<file path="src/rtl/cpls_pkg.sv">
package cpls_pkg;
  localparam int CPLS_IW     = 32;
  localparam int CPLS_CNT_W  = 4;
  localparam int CPLS_WAIT_W = 3;

  typedef enum logic [1:0] {
    HS_ABSENT = 2'b00,
    HS_WAIT   = 2'b01,
    HS_GO     = 2'b10,
    HS_LAST   = 2'b11
  } hs_e;
endpackage

</file>
<file path="src/rtl/cpls_fetch_pipe.sv">
module cpls_fetch_pipe #(
  parameter int IW = 32
) (
  input  logic          clk,
  input  logic          rst_n,
  input  logic          fetch_n,
  input  logic [IW-1:0] instr,
  output logic          adv,
  output logic          dec_v,
  output logic [IW-1:0] dec_ir
);
  // Decode stage register; execute stage lives in the sequencer.
  assign adv = !fetch_n;

  always_ff @(posedge clk or negedge rst_n) begin
    if (!rst_n) begin
      dec_v  <= 1'b0;
      dec_ir <= '0;
    end else if (adv) begin
      dec_v  <= 1'b1;
      dec_ir <= instr;
    end
  end
endmodule

</file>
<file path="src/rtl/cpls_decode.sv">
module cpls_decode #(
  parameter int          IW     = 32,
  parameter int          CNT_W  = 4,
  parameter int          WAIT_W = 3,
  parameter logic [3:0]  CP_ID  = 4'd5
) (
  input  logic              v,
  input  logic [IW-1:0]     ir,
  output logic              ours,
  output logic              ld,
  output logic [CNT_W-1:0]  cnt,
  output logic [WAIT_W-1:0] wt
);
  localparam int CLS_LSB = 25;
  localparam int ID_LSB  = 8;
  localparam int LD_BIT  = 20;
  localparam int WT_LSB  = 4;

  logic [CNT_W-1:0] raw_cnt;

  assign raw_cnt = ir[CNT_W-1:0];
  assign ours = v && (ir[CLS_LSB+2:CLS_LSB] == 3'b110) && (ir[ID_LSB+3:ID_LSB] == CP_ID);
  assign ld   = ir[LD_BIT];
  assign wt   = ir[WT_LSB+WAIT_W-1:WT_LSB];
  // A zero count still moves one word.
  assign cnt  = (raw_cnt == '0) ? CNT_W'(1) : raw_cnt;
endmodule

</file>
<file path="src/rtl/cpls_xfer_seq.sv">
module cpls_xfer_seq
  import cpls_pkg::*;
#(
  parameter int CNT_W  = 4,
  parameter int WAIT_W = 3
) (
  input  logic              clk,
  input  logic              rst_n,
  input  logic              adv,
  input  logic              n_ours,
  input  logic              n_ld,
  input  logic [CNT_W-1:0]  n_cnt,
  input  logic [WAIT_W-1:0] n_wt,
  input  logic              pass,
  input  logic              late_cancel,
  output logic [1:0]        hs,
  output logic              commit,
  output logic              xfer_valid,
  output logic              xfer_load,
  output logic [CNT_W-1:0]  xfer_idx
);
  logic              act;
  logic              ld_q;
  logic [WAIT_W-1:0] wt_left;
  logic [CNT_W-1:0]  words;
  logic              started;
  logic              first_mem;
  logic              pend;
  logic [CNT_W-1:0]  idx;
  logic              cancel_now;
  hs_e               hs_c;

  assign cancel_now = first_mem && late_cancel;

  always_comb begin
    if (!act)                hs_c = HS_ABSENT;
    else if (wt_left != '0)  hs_c = HS_WAIT;
    else if (words > CNT_W'(1)) hs_c = HS_GO;
    else                     hs_c = HS_LAST;
  end

  always_ff @(posedge clk or negedge rst_n) begin
    if (!rst_n) begin
      act       <= 1'b0;
      ld_q      <= 1'b0;
      wt_left   <= '0;
      words     <= '0;
      started   <= 1'b0;
      first_mem <= 1'b0;
      pend      <= 1'b0;
      idx       <= '0;
    end else begin
      pend      <= 1'b0;
      first_mem <= 1'b0;
      if (xfer_valid) idx <= idx + CNT_W'(1);
      if (adv) begin
        act     <= n_ours;
        ld_q    <= n_ld;
        wt_left <= n_wt;
        words   <= n_cnt;
        started <= 1'b0;
        idx     <= '0;
      end else if (cancel_now) begin
        act   <= 1'b0;
        words <= '0;
      end else if (act) begin
        if (!started && !pass) begin
          act <= 1'b0;
        end else if (wt_left != '0) begin
          wt_left <= wt_left - WAIT_W'(1);
        end else begin
          words     <= words - CNT_W'(1);
          pend      <= 1'b1;
          first_mem <= !started;
          started   <= 1'b1;
          if (words == CNT_W'(1)) act <= 1'b0;
        end
      end
    end
  end

  assign hs         = hs_c;
  assign xfer_valid = pend && !cancel_now;
  assign commit     = first_mem && !late_cancel;
  assign xfer_load  = ld_q;
  assign xfer_idx   = idx;
endmodule

</file>
<file path="src/rtl/cpls_hs_ctrl.sv">
module cpls_hs_ctrl
  import cpls_pkg::*;
#(
  parameter int         IW     = CPLS_IW,
  parameter int         CNT_W  = CPLS_CNT_W,
  parameter int         WAIT_W = CPLS_WAIT_W,
  parameter logic [3:0] CP_ID  = 4'd5
) (
  input  logic             clk,
  input  logic             rst_n,
  input  logic             fetch_n,
  input  logic [IW-1:0]    instr,
  input  logic             pass,
  input  logic             late_cancel,
  output logic [1:0]       hs,
  output logic             commit,
  output logic             xfer_valid,
  output logic             xfer_load,
  output logic [CNT_W-1:0] xfer_idx
);
  logic              adv;
  logic              dec_v;
  logic [IW-1:0]     dec_ir;
  logic              n_ours;
  logic              n_ld;
  logic [CNT_W-1:0]  n_cnt;
  logic [WAIT_W-1:0] n_wt;

  cpls_fetch_pipe #(.IW(IW)) u_pipe (
    .clk(clk), .rst_n(rst_n), .fetch_n(fetch_n), .instr(instr),
    .adv(adv), .dec_v(dec_v), .dec_ir(dec_ir)
  );

  cpls_decode #(.IW(IW), .CNT_W(CNT_W), .WAIT_W(WAIT_W), .CP_ID(CP_ID)) u_dec (
    .v(dec_v), .ir(dec_ir), .ours(n_ours), .ld(n_ld), .cnt(n_cnt), .wt(n_wt)
  );

  cpls_xfer_seq #(.CNT_W(CNT_W), .WAIT_W(WAIT_W)) u_seq (
    .clk(clk), .rst_n(rst_n), .adv(adv),
    .n_ours(n_ours), .n_ld(n_ld), .n_cnt(n_cnt), .n_wt(n_wt),
    .pass(pass), .late_cancel(late_cancel),
    .hs(hs), .commit(commit), .xfer_valid(xfer_valid),
    .xfer_load(xfer_load), .xfer_idx(xfer_idx)
  );
endmodule

</file>
<file path="config.mk">
export PLATFORM = sky130hd
export DESIGN_NAME = cpls_hs_ctrl
export DESIGN_NICKNAME = d
export VERILOG_FILES = /design/src/rtl/cpls_pkg.sv /design/src/rtl/cpls_fetch_pipe.sv /design/src/rtl/cpls_decode.sv /design/src/rtl/cpls_xfer_seq.sv /design/src/rtl/cpls_hs_ctrl.sv
export SDC_FILE = /design/constraint.sdc
export NUM_CORES = 1
export LEC_CHECK = 0
export ABC_AREA = 1
export BUFFER_PORTS_ARGS = -buffer_cell sky130_fd_sc_hd__clkbuf_2
export CAP_MARGIN = 20
export CORE_ASPECT_RATIO = 1.2
export CORE_UTILIZATION = 57
export CTS_BUF_LIST = sky130_fd_sc_hd__clkbuf_8
export CTS_CLUSTER_DIAMETER = 40
export DETAILED_ROUTE_END_ITERATION = 8
export PLACE_DENSITY = 0.91
export SETUP_SLACK_MARGIN = 0.5
export SKIP_LAST_GASP = 1
export SLEW_MARGIN = 20
export SYNTH_ARGS = -nofsm -noshare
export SYNTH_HDL_FRONTEND = slang
export SYNTH_SLANG_ARGS = --single-unit
</file>
<file path="constraint.sdc">
create_clock -name clk -period 2 [get_ports clk]
set_input_delay 0.1 -clock clk [delete_from_list [all_inputs] [get_ports clk]]
set_output_delay 0.1 -clock clk [all_outputs]
set_load 0.05 [all_outputs]
</file>
== Word level (Yosys, flattened, before mapping) ==
Index checks and enable logic that the tools add are counted.
Cells by class
  add/subtract/negate cells: 3
  $lt $le $gt $ge: 1
  equal/unequal tests: 12
  mux-type cells: 37
  reduce and logical (&&, ||, !) cells: 15
Operator list (number)
  $mux 4: 8
  $mux 1: 22
  $mux 3: 5
  $reduce_and 4->1: 2
  $logic_and 1x1->1: 6
  $ne 2x1->1 const B: 3
  $ne 2x2->1 const B: 3
  $ne 3x2->1 const B: 2
  $add 4x1->4 const B: 1
  $eq 4x1->1 const B: 1
  $eq 4x3->1 const B: 1
  $gt 4x1->1 const B: 1
  $logic_not 1->1: 4
  $logic_not 4->1: 1
  $mux 2: 2
  $sub 4x1->4 const B: 1
  $eq 3x3->1 const B: 1
  $ne 3x1->1 const B: 1
  $reduce_and 3->1: 1
  $reduce_bool 3->1: 1
  $sub 3x1->3 const B: 1
Word-level totals
  flip-flop bits (word level): 45
  input port bits: 37
  output and inout bits: 9

== Longest topological paths before layout ==
  depth in word-level cells: 7
  gate-level depth with buffers: 9
  depth with buffers taken out: 9

== By module ==
A second synthesis with hierarchy kept.
Second synthesis, totals
  cells, all modules: 278
  area total of the unflattened synthesis: 2332.2 µm²
Modules (own cells, without submodules)
  cpls_fetch_pipe: instances 1, cells each 139, area an instance 1337.5 µm²
  cpls_xfer_seq: instances 1, cells each 117, area an instance 894.6 µm²
  cpls_decode: instances 1, cells each 22, area an instance 100.1 µm²

== Worst setup path after synthesis ==
Ideal clock, no wire load.
  path type: reg-to-output
  start: register u_seq.wt_left[0]
  end: output hs[0]
  arrival time: 1514 ps
  data required time: 1900 ps
  setup slack: 386 ps
  cell stages (with the launch flop): 6
  cell sequence: dfrtp_1 -> inv_1 -> ha_1 -> inv_1 -> nor2_4 -> a21oi_1
On the way
  longest elaborated chain between the ends: 3
RTL lines
  start, declared: line cpls_xfer_seq.sv:24  | logic [WAIT_W-1:0] wt_left;
  start signal, assigned: line cpls_xfer_seq.sv:59  | wt_left <= n_wt;
  start signal, assigned: line cpls_xfer_seq.sv:70  | wt_left <= wt_left - WAIT_W'(1);
  $reduce_bool 3->1: line cpls_xfer_seq.sv:37  | else if (wt_left != '0) hs_c = HS_WAIT;
  $mux 2: line cpls_xfer_seq.sv:37
  $mux 2: line cpls_xfer_seq.sv:36  | if (!act) hs_c = HS_ABSENT;
  end, declared: line cpls_hs_ctrl.sv:15  | output logic [1:0] hs,
No other way between the ends.

== Worst setup path in the final report ==
  start: register u_seq.words[0]
  end: output hs[0]
On the way
  longest elaborated chain between the ends: 4
RTL lines
  start, declared: line cpls_xfer_seq.sv:25  | logic [CNT_W-1:0] words;
  start signal, assigned: line cpls_xfer_seq.sv:60  | words <= n_cnt;
  start signal, assigned: line cpls_xfer_seq.sv:72  | words <= words - CNT_W'(1);
  $gt 4x1->1: line cpls_xfer_seq.sv:38  | else if (words > CNT_W'(1)) hs_c = HS_GO;
  $mux 1: line cpls_xfer_seq.sv:38
  $mux 2: line cpls_xfer_seq.sv:37
  $mux 2: line cpls_xfer_seq.sv:36
No other way between the ends.

==> impl_metrics.env <==
export IMPL_clockBufferDepth=2
export IMPL_leakagePower_nw=1.06
export IMPL_core_area_mm2=0.00255
export IMPL_ir_drop_uv=575
export IMPL_cp_end_kind="output pin"
export IMPL_slew_headroom_pct=49.1
export IMPL_critPathKind="flip-flop to output pin"
export IMPL_rows=20
export IMPL_tritoncts="done"
export IMPL_port_buffers=28
export IMPL_ys_top_cells_by_area="dfrtp_1 52%, nand2_1 19%, inv_1 5.1%, o21ai_0 4.9%, ha_1 4.1%"
export IMPL_p_sw_uw=451
export IMPL_worstPathArrival_ps=1400
export IMPL_cp_start_kind="flip-flop"
export IMPL_dp_cells=250
export IMPL_cpPeakStageDelay_ps=420
export IMPL_p_int_mw=1.19
export IMPL_critPathMaxFanout=5
export IMPL_drt_pass1_iter_count=4
export IMPL_synth_largest_area_cell="dfrtp_1"
export IMPL_seq_area_frac_synth_pct=52.0
export IMPL_start_util_pct=60.3
export IMPL_drtAntennaViolNets=0
export IMPL_pwr_share_comb_pct=17.9
export IMPL_antenna_found_initial=0
export IMPL_cts_root_buf="clkbuf_8"
export IMPL_synth_top_area_share_pct=52.0
export IMPL_clkTransAtPathRegs_ps=70
export IMPL_fin_crit_sh_pct=74.8
export IMPL_wl_per_cell_um=11.8
export IMPL_syn_inst=194
export IMPL_syn_to_final_growth_pct=26.7
export IMPL_ys_warnings_count=0
export IMPL_drcViolationCount=0
export IMPL_setup_viol=0
export IMPL_rrSetupSlack_ps=560
export IMPL_viasPerCell=5.10
export IMPL_slowest_stage="dfrtp_1"
export IMPL_min_period_ps=1500
export IMPL_gr_total_overflow=0
export IMPL_slew_viol_final=0
export IMPL_grt_max_degree=35
export IMPL_yosysUniqueCellTypes=21
export IMPL_grt_util_all_layers_pct=24.7
export IMPL_cp_required_ps=1900
export IMPL_hold_violations=0
export IMPL_vias=1371
export IMPL_die_area_mm2=0.00292
export IMPL_cts_num_sinks=32
export IMPL_hold_path_class="input pin to flip-flop"
export IMPL_fmax_mhz=668
export IMPL_p_per_area_mw_per_mm2=840
export IMPL_io_pins=46
export IMPL_clkPwrFrac_pct=37.0
export IMPL_instances_no_fill=269
export IMPL_layout_drive_gt1_share_pct=23.3
export IMPL_fin_nets=277
export IMPL_power_frac_seq_pct=45.1
export IMPL_gp_congestion=0.807
export IMPL_drtIter0Drc=53
export IMPL_place_area_mm2=0.00170
export IMPL_cts_buffers=5
export IMPL_insertion_delay_ps=290
export IMPL_wirelength_um=3180
export IMPL_crit_path_cell_trace="inv_2 > ha_4 > o21ai_2 > a21oi_2 > buf_8"
export IMPL_tns_ps=0
export IMPL_syn_nets=236
export IMPL_worst_slew_pin_slew_ps=764
export IMPL_syn_cell_area_mm2=0.00154
export IMPL_die_x_um=49.5
export IMPL_rsz0062_at_grt="true"
export IMPL_final_area_mm2=0.00195
export IMPL_avgSynthCellArea_um2=7.94
export IMPL_clock_skew_ps=5.09
export IMPL_maxCapViolCount=0
export IMPL_hpwl_um=1980
export IMPL_grt_pass1_vias=1250
export IMPL_status="completed"
export IMPL_ys_ff_latch=32
export IMPL_grt_first_pass_wirelength_um=5120
export IMPL_fp_dieH_um=58.9
export IMPL_diodes=0
export IMPL_htree_num_levels=2
export IMPL_swShare_pct=27.5
==> power by group through the flow <==
stage	registers (mW)	logic, mW	clock network [mW]
2_1_floorplan	0.747	0.152	0
3_3_place_gp	0.745	0.213	0
3_5_place_dp	0.748	0.222	0
4_1_cts	0.736	0.238	0.612
5_1_grt	0.745	0.329	0.649
6_report	0.739	0.294	0.607
==> synthesized netlist by cell type <==
master / instances
inv_2: 1
xor2_1: 2
o22ai_1: 1
nor2_4: 1
o21ai_4: 1
clkbuf_1: 2
o21ai_0: 15
nand3_1: 7
a21oi_1: 2
o21ai_1: 1
nor2_1: 15
nand2_2: 1
o31ai_1: 1
dfrtp_1: 32
nand2_1: 78
or2_2: 1
nand4_1: 3
nand3b_1: 1
inv_1: 21
ha_1: 5
buf_2: 3
==> registers in the layout, indices dropped and copies added, names as in the netlist <==
name and cells:
u_pipe.dec_ir 15, u_pipe.dec_v 1, u_seq.act 1, u_seq.first_mem 1, u_seq.pend 1, u_seq.started 1, u_seq.words 4, u_seq.wt_left 3
u_seq.xfer_idx 4, u_seq.xfer_load 1
==> worst max-delay path: cells and delay by family (launching register included) <==
family,cells,cell delay [ps]
flops,1,420
compound gates,2,240
fa+ha+maj,1,150
buf+inv,2,290
==> path summary, 6_finish.rpt <==
path / startpoint / cells past startpoint / to
worst min register to register: u_seq.started / 1 / u_seq.first_mem
worst max-delay path: u_seq.words[0] / 5 / hs[0]
worst min-delay path: instr[5] / 3 / u_pipe.dec_ir[5]
worst max register to register: u_seq.wt_left[1] / 9 / u_seq.words[3]
min in group asynchronous: rst_n / 2 / u_seq.words[3]
max in group asynchronous: rst_n / 2 / u_pipe.dec_ir[8]
==> cells in the final DEF (no fill, tap or decap), types with 2 or more instances in the layout <==
| cell type | synthesis | routed |
|---|---|---|
| buf_4 | 0 | 6 |
| clkbuf_2 | 0 | 25 |
| clkbuf_4 | 0 | 2 |
| clkbuf_8 | 0 | 5 |
| dfrtp_1 | 32 | 32 |
| dlygate4sd3_1 | 0 | 5 |
| ha_1 | 5 | 2 |
| ha_4 | 0 | 2 |
| inv_1 | 21 | 18 |
| inv_2 | 1 | 5 |
| nand2_1 | 78 | 78 |
| nand3_1 | 7 | 7 |
| nand4_1 | 3 | 3 |
| nor2_1 | 15 | 15 |
| o21ai_0 | 15 | 14 |
| xor2_1 | 2 | 2 |
==> layer usage <==
metal | vias up | GRT usage (%) | part of all wire, %
met5 | - | 0 | 0
met4 | 0 | 13.5 | 2.1
met3 | 9 | 9.30 | 5.0
met2 | 37 | 39.5 | 52
met1 | 646 | 28.9 | 41
li1 | 679 | - | -
==> logic make-up after synthesis <==
family	synth area share, %
buffers and inverters	6.82
AND/OR/NAND/NOR	28.2
AO/OA/AOI/OAI	7.80
adder cells (fa/ha/maj)	4.06
flip-flops	52.0
XOR/XNOR	1.14
==> final cells by class <==
cell class              instances  area (um^2)
multi-input cells             135          669
well taps                      33         41.3
repair buffers                 39          250
flip-flops and latches         32          801
clock inverters                 3         38.8
inverters                      22         82.6
fillers                       191          601
clock buffers                   5         68.8
==> metrics by stage <==
stage / utilization, % / hold slack (ps) / setup slack, ps / power, mW
detailed placement: 66.7 / 201 / 579 / 0.970
CTS: 73.5 / 1.56 / 506 / 1.59
floorplan: - / -196 / 615 / 0.900
global route: 76.5 / 2.83 / 421 / 1.72
finish: 76.5 / 3.41 / 503 / 1.64
global placement: 66.7 / 208 / 615 / 0.958
==> repair_timing <==
item	4_1_cts	5_1_grt
cloned	0	0
hold buffers	5	0
resized for setup	4	14
setup buffers	1	5
endpoints found under the hold margin	36	0
setup endpoints to repair	1	6
pin swaps	0	3
No activity file was read; power rests on OpenSTA's default activity.
